### config.mk
export PLATFORM = sky130hd
export DESIGN_NAME = uart_irq_arbiter
export DESIGN_NICKNAME = d
export VERILOG_FILES = /design/src/rtl/uirq_pkg.sv /design/src/rtl/uirq_thre_tracker.sv /design/src/rtl/uirq_prio_enc.sv /design/src/rtl/uart_irq_arbiter.sv
export SDC_FILE = /design/constraint.sdc
export NUM_CORES = 1
export LEC_CHECK = 0
export ABC_AREA = 1
export BUFFER_PORTS_ARGS = -buffer_cell sky130_fd_sc_hd__buf_2
export CORE_AREA = 4 4 41 43
export CTS_BUF_LIST = sky130_fd_sc_hd__clkbuf_8
export DETAILED_ROUTE_END_ITERATION = 16
export DIE_AREA = 0 0 45 47
export SYNTH_ARGS = -nofsm -noshare
export SYNTH_HDL_FRONTEND = slang
export SYNTH_SLANG_ARGS = --single-unit
export TNS_END_PERCENT = 20
### constraint.sdc
create_clock -name clk -period 0.9 [get_ports clk]
set_input_delay 0.045 -clock clk [delete_from_list [all_inputs] [get_ports clk]]
set_output_delay 0.045 -clock clk [all_outputs]
set_load 0.01 [all_outputs]
### src/rtl/uirq_pkg.sv
package uirq_pkg;
    localparam int IER_W  = 4;
    localparam int CODE_W = 4;

    localparam int EN_RX    = 0;
    localparam int EN_TX    = 1;
    localparam int EN_LINE  = 2;
    localparam int EN_MODEM = 3;

    typedef enum logic [CODE_W-1:0] {
        ST_NONE    = 4'b0001,
        ST_LINE    = 4'b0110,
        ST_RXDATA  = 4'b0100,
        ST_RXTMO   = 4'b1100,
        ST_TXEMPTY = 4'b0010,
        ST_MODEM   = 4'b0000
    } uirq_code_e;

    typedef struct packed {
        logic pend;
        logic empty_prev;
    } thre_st_t;

    typedef struct packed {
        uirq_code_e code;
        logic       irq;
    } out_st_t;
endpackage

### src/rtl/uirq_thre_tracker.sv
module uirq_thre_tracker
    import uirq_pkg::*;
(
    input  logic clk,
    input  logic rst_n,
    input  logic thr_empty_i,
    input  logic thr_wr_i,
    input  logic isr_rd_i,
    input  logic tx_reported_i,
    output logic pend_d_o,
    output logic pend_o
);
    thre_st_t st_d, st_q;
    logic     rise;
    logic     clr;

    always_comb begin
        st_d            = st_q;
        rise            = thr_empty_i && !st_q.empty_prev;
        clr             = thr_wr_i || (isr_rd_i && tx_reported_i);
        st_d.empty_prev = thr_empty_i;
        if (rise)
            st_d.pend = 1'b1;
        else if (clr)
            st_d.pend = 1'b0;
    end

    always_ff @(posedge clk) begin
        if (!rst_n) begin
            st_q.pend       <= 1'b1;
            st_q.empty_prev <= 1'b1;
        end else begin
            st_q <= st_d;
        end
    end

    assign pend_d_o = st_d.pend;
    assign pend_o   = st_q.pend;

    a_r9_rise_sets: assert property (@(posedge clk) disable iff (!rst_n)
        (thr_empty_i && !st_q.empty_prev) |=> pend_o);

    a_r8_wr_clears: assert property (@(posedge clk) disable iff (!rst_n)
        (thr_wr_i && !(thr_empty_i && !st_q.empty_prev)) |=> !pend_o);

    a_r7_read_clears: assert property (@(posedge clk) disable iff (!rst_n)
        (isr_rd_i && tx_reported_i && !(thr_empty_i && !st_q.empty_prev)) |=> !pend_o);
endmodule

### src/rtl/uirq_prio_enc.sv
module uirq_prio_enc
    import uirq_pkg::*;
(
    input  logic [IER_W-1:0] ier_i,
    input  logic             line_err_i,
    input  logic             rx_trig_i,
    input  logic             rx_tmo_i,
    input  logic             tx_pend_i,
    input  logic             modem_chg_i,
    output uirq_code_e       code_o,
    output logic             any_o
);
    logic line_en, rxd_en, rxt_en, tx_en, mdm_en;

    always_comb begin
        line_en = line_err_i  && ier_i[EN_LINE];
        rxd_en  = rx_trig_i   && ier_i[EN_RX];
        rxt_en  = rx_tmo_i    && ier_i[EN_RX];
        tx_en   = tx_pend_i   && ier_i[EN_TX];
        mdm_en  = modem_chg_i && ier_i[EN_MODEM];
        any_o   = line_en || rxd_en || rxt_en || tx_en || mdm_en;
        if (line_en)     code_o = ST_LINE;
        else if (rxd_en) code_o = ST_RXDATA;
        else if (rxt_en) code_o = ST_RXTMO;
        else if (tx_en)  code_o = ST_TXEMPTY;
        else if (mdm_en) code_o = ST_MODEM;
        else             code_o = ST_NONE;
    end
endmodule

### src/rtl/uart_irq_arbiter.sv
module uart_irq_arbiter
    import uirq_pkg::*;
(
    input  logic              clk,
    input  logic              rst_n,
    input  logic [IER_W-1:0]  ier_i,
    input  logic              line_err_i,
    input  logic              rx_trig_i,
    input  logic              rx_tmo_i,
    input  logic              modem_chg_i,
    input  logic              thr_empty_i,
    input  logic              thr_wr_i,
    input  logic              isr_rd_i,
    output logic [CODE_W-1:0] isr_o,
    output logic              irq_o
);
    out_st_t    st_d, st_q;
    uirq_code_e enc_code;
    logic       enc_any;
    logic       tx_pend_d;
    logic       tx_pend_q;
    logic       tx_reported;

    assign tx_reported = (st_q.code == ST_TXEMPTY);

    uirq_thre_tracker u_thre (
        .clk           (clk),
        .rst_n         (rst_n),
        .thr_empty_i   (thr_empty_i),
        .thr_wr_i      (thr_wr_i),
        .isr_rd_i      (isr_rd_i),
        .tx_reported_i (tx_reported),
        .pend_d_o      (tx_pend_d),
        .pend_o        (tx_pend_q)
    );

    uirq_prio_enc u_enc (
        .ier_i       (ier_i),
        .line_err_i  (line_err_i),
        .rx_trig_i   (rx_trig_i),
        .rx_tmo_i    (rx_tmo_i),
        .tx_pend_i   (tx_pend_d),
        .modem_chg_i (modem_chg_i),
        .code_o      (enc_code),
        .any_o       (enc_any)
    );

    always_comb begin
        st_d      = st_q;
        st_d.code = enc_code;
        st_d.irq  = enc_any;
    end

    always_ff @(posedge clk) begin
        if (!rst_n) begin
            st_q.code <= ST_NONE;
            st_q.irq  <= 1'b0;
        end else begin
            st_q <= st_d;
        end
    end

    assign isr_o = st_q.code;
    assign irq_o = st_q.irq;

    a_r6_irq_matches_status: assert property (@(posedge clk) disable iff (!rst_n)
        irq_o != isr_o[0]);

    a_r3_legal_code: assert property (@(posedge clk) disable iff (!rst_n)
        isr_o inside {4'b0001, 4'b0110, 4'b0100, 4'b1100, 4'b0010, 4'b0000});

    a_r5_line_wins: assert property (@(posedge clk) disable iff (!rst_n)
        (line_err_i && ier_i[EN_LINE]) |=> (isr_o == 4'b0110));

    a_r4_disabled_quiet: assert property (@(posedge clk) disable iff (!rst_n)
        (ier_i == '0) |=> (!irq_o && isr_o == 4'b0001));

    a_r2_tx_visible: assert property (@(posedge clk) disable iff (!rst_n)
        (tx_pend_q && ier_i[EN_TX]) |-> (irq_o || $past(!rst_n) || $past(isr_rd_i) || $past(thr_wr_i)
                                        || !$past(ier_i[EN_TX]) || !$past(tx_pend_q)));
endmodule

### Word level (Yosys, flattened, before mapping)

Cells that the tools add are included.

* flip-flop bits (word level): 7
* input port bits: 13
* output and inout bits: 5
* logic and storage cells: 28

* equality and inequality tests: 1
* multiplexer cells: 7
* bitwise operators: 1
* reductions and logical operators: 14

Operators by type and width (number)
* two-way mux 4 bit: 2
* logical AND 1 bit: 7
* two-way mux 3 bit: 2
* logical OR 1 bit: 5
* equality test 4 x 2 -> 1 bit, second input constant: 1
* two-way mux 1 bit: 3
* OR reduction 3 bit: 1
* logical NOT 1 bit: 1
* NOT 1 bit: 1

### Logic depth before layout (Yosys ltp)

* depth after elaboration: 10
* mapped depth: 8

### By module

A second synthesis with hierarchy kept.

* cell total of the unflattened synthesis: 49
* area, all modules: 324.1 um^2

By module, submodules not included
* uart_irq_arbiter: instances 1, cells each 21, area each 160.2 um^2, seq. area each 100.1 um^2
* uirq_prio_enc: instances 1, cells each 17, area each 82.6 um^2, seq. area each 0.0 um^2
* uirq_thre_tracker: instances 1, cells each 11, area each 81.3 um^2, seq. area each 40.0 um^2

### Worst setup path after synthesis

OpenSTA, ideal clock, no wires.

* path kind: reg2reg
* from: register st_q, in the netlist isr_o[3]
* to: register st_q, in the netlist isr_o[0]
* library setup time: 113 ps
* arrival time: 805 ps
* path slack: -18 ps
* cell stages (with the launch flop): 8
* buffers on the path: 0
* period minus slack after synthesis: 918 ps
* cell sequence: dfxtp_1 -> nor2_1 -> nand3_1 -> nand2_1 -> nand2_2 -> nand2_2 -> a21oi_2 -> inv_1

* longest elaborated chain between the ends: 10

Ends and longest elaborated chain
* from (decl): RTL line uart_irq_arbiter.sv:17 `out_st_t st_d, st_q;`
* from (signal assigned): RTL line uart_irq_arbiter.sv:59 `st_q <= st_d;`
* equality test 4 x 2 -> 1 bit: RTL line uart_irq_arbiter.sv:24 `assign tx_reported = (st_q.code == ST_TXEMPTY);`
* logical AND 1 bit: RTL line uirq_thre_tracker.sv:20 `clr = thr_wr_i || (isr_rd_i && tx_reported_i);`
* logical OR 1 bit: RTL line uirq_thre_tracker.sv:20
* two-way mux 1 bit: RTL line uirq_thre_tracker.sv:24 `else if (clr)`
* two-way mux 1 bit: RTL line uirq_thre_tracker.sv:22 `if (rise)`
* logical AND 1 bit: RTL line uirq_prio_enc.sv:19 `tx_en = tx_pend_i && ier_i[EN_TX];`
* two-way mux 4 bit: RTL line uirq_prio_enc.sv:25 `else if (tx_en) code_o = ST_TXEMPTY;`
* two-way mux 4 bit: RTL line uirq_prio_enc.sv:24 `else if (rxt_en) code_o = ST_RXTMO;`
* two-way mux 3 bit: RTL line uirq_prio_enc.sv:23 `else if (rxd_en) code_o = ST_RXDATA;`
* two-way mux 3 bit: RTL line uirq_prio_enc.sv:22 `if (line_en) code_o = ST_LINE;`

Every way passes these cells.
A chain may end at the register's enable or synchronous reset.

### Worst setup path after layout

* from: register u_thre.st_q[0] (netlist name)
* to: register st_q, in the netlist isr_o[0]

* longest elaborated chain between the ends: 8

Ends and longest elaborated chain
* from (decl): RTL line uirq_thre_tracker.sv:13 `thre_st_t st_d, st_q;`
* from (signal assigned): RTL line uirq_thre_tracker.sv:33 `st_q <= st_d;`
* logical NOT 1 bit: RTL line uirq_thre_tracker.sv:19 `rise = thr_empty_i && !st_q.empty_prev;`
* logical AND 1 bit: RTL line uirq_thre_tracker.sv:19
* two-way mux 1 bit: RTL line uirq_thre_tracker.sv:22
* logical AND 1 bit: RTL line uirq_prio_enc.sv:19
* two-way mux 4 bit: RTL line uirq_prio_enc.sv:25
* two-way mux 4 bit: RTL line uirq_prio_enc.sv:24
* two-way mux 3 bit: RTL line uirq_prio_enc.sv:23
* two-way mux 3 bit: RTL line uirq_prio_enc.sv:22

Every way passes these cells.

==> flow_summary.ini <==
[critical_path]
worstReg2RegStart = u_thre.st_q[0]
max_stage_delay_ns = 0.29
r2r-end = isr_o[0]
worstSetupEndpointType = register
cp_max_fo = 2
required_ns = 1.01
worstPathArrival_ns = 1.05
path_class = register to register
worstRegToRegCells = 5
cp_common_cell = nand2_2
r2r_setup_slack_ns = -0.04
cp-start-kind = register
path_cells = or2_4, nand2_2, nand2_2, a21oi_2, inv_1
crit_path_top_delay_cell = dfxtp_1

[sta]
drv_slew = 0
min_period_ns = 0.937
fin_crit_sh_pct = 104
worst_pin_slew_ns = 0.116
setup_tns_ns = -0.0369
timing.slew.headroom_pct = 92.3
final-setup-viol-count = 1
hold_viol_final = 0
rsz0062_at_grt = yes
fin_ws_ns = -0.0369
fin_skew_ns = 0.00161
fin_hold_ws_ns = 0.0116
timing.fmax_mhz = 1070

[finish]
area_delta_synth_final_pct = 56.8
final_util_pct = 33.2
drive_gt1_share_pct = 54.4
instances_no_fill = 72
fin_nets = 71
final_area_um2 = 432
fillCellCount = 159
regArea_um2 = 145
final_cell_mix = buf_2 (17), inv_1 (7), nand2_1 (7)
multiInputGateArea_um2 = 111
final_common_cell = buf_2
diodes = 0

[detailed_routing]
vias = 277
top_layer = met3
drt_first_pass_iters = 2
wirelength_um = 577
wl_met3_um = 67
wl_met2_um = 242
ant_nets = 0
drt_iter0_drc = 1
drc = 0
post_drt_wl_per_cell_um = 8.01
wl_met1_um = 266
via_per_inst = 3.85

[placed_design]
place_area_um2 = 383
place_ws_ns = -0.0391
dp_cells = 68
hpwl_um = 499
portBuffers = 17
gp_congestion = 0.769

[clock_tree]
cts-root-buf = clkbuf_8
clock_latency_ns = 0.22
cts_tree = yes
cts.reportedPaths.clkPinSlew_ns = 0.04
cts_buffers = 3
htreeDepth = 1
postCtsHoldBufs = 0
clockBufferDepth = 2
clock_sinks = 7

[worst_hold_path]
min_from = thr_empty_i
hold_path.class = input port to register
whs_endpoint = u_thre.st_q[0]
worstHoldPathCells = 3

[floorplanning]
core_area_um2 = 1300
rows = 13
die_area_um2 = 2120
die_height_um = 47
pin_count = 18
floorplan.initialDensity_pct = 21.2
die_x_um = 45

[run_status]
violations = setup timing
status = complete, but fails checks

[yosys]
ys_warn_count = 0
syn_nets = 49
yosysTopAreaCellShare_pct = 50.9
syn-cell-area_um2 = 275
ys_types = 9
synth-seq-cells = 7
synthCells = 36
yosysTopAreaCell = dfxtp_1
ys_seq_area_share_pct = 50.9
syn_area_per_cell_um2 = 7.65
synthTopCellsByArea = dfxtp_1 (51%), nand2_1 (11%), inv_1 (9.5%)

[power_and_ir_drop]
power_mw = 0.865
p_per_area_nw_per_um2 = 2000
p_leak_nw = 0.242
peakVddDrop_mv = 0.567

[grt]
grt_remaining_overflow = 0
grt_pass1_wl_um = 903
grt_use_total_pct = 6.19
antenna_found_initial = 0
grt_max_degree = 6
grt_pass1_vias = 235

[job]
max_cap_violations = 0
==> metal layers <==
| layer | track usage (%) | up-vias |
|---|---|---|
| met4 | 7.02 | 0 |
| met2 | 7.91 | 16 |
| met5 | 0 | - |
| li1 | - | 149 |
| met3 | 1.15 | 0 |
| met1 | 8.05 | 112 |
==> critical path, delay by kind of cell (launching register included) <==
kind,cells,cell delay [ns]
AOI/OAI and AO/OA,1,0.12
buffers and inverters,1,0.05
DFF,1,0.29
and+or+nand+nor,3,0.37
==> cell usage after synthesis, drive strengths merged <==
| cell | instances |
|---|---|
| a21oi | 3 |
| dfxtp | 7 |
| inv | 7 |
| nand2 | 10 |
| nand3 | 4 |
| nor2 | 4 |
| or2 | 1 |
==> registers in the layout, indices dropped and copies added, names as in the netlist <==
signal         flops
u_thre.pend_o      1
u_thre.st_q        1
isr_o              4
irq_o              1
==> cells by family after synthesis <==
group / synth area share [%]
compound gates: 8.18
buf+inv: 9.55
flops: 50.9
simple gates: 31.4
==> power by group <==
| group | internal, mW | leakage [nW] | switching (mW) |
|---|---|---|---|
| sequential | 0.336 | 0.0592 | 0.00738 |
| clock | 0.293 | 0.0269 | 0.120 |
| combinational | 0.0515 | 0.156 | 0.0571 |
| total | 0.681 | 0.242 | 0.185 |
==> layout make-up <==
class                           instances  share of cell area, %
Sequential cell                         7                   33.6
Clock inverter                          1                  0.870
Tap cell                               15                   4.35
Inverter                                7                   6.09
Timing Repair Buffer                   17                   19.7
Multi-Input combinational cell         22                   25.8
Clock buffer                            3                   9.57
==> how the worst max path moves through the flow <==
stage                   startpoint  endpoint  cells after the start
floorplan                 isr_o[1]  isr_o[1]                      7
global placement    u_thre.st_q[0]  isr_o[0]                      5
detailed placement  u_thre.st_q[0]  isr_o[0]                      5
CTS                 u_thre.st_q[0]  isr_o[0]                      5
global route              isr_o[1]  isr_o[0]                      8
finish              u_thre.st_q[0]  isr_o[0]                      5
==> repair_timing <==
action	4_1_cts	5_1_grt
setup buffers	0	0
endpoints found under the hold margin	0	0
pin swaps	0	0
endpoints found under the setup margin	3	3
gates resized for setup	1	2
Note: power is estimated with default switching activity, not from simulation.
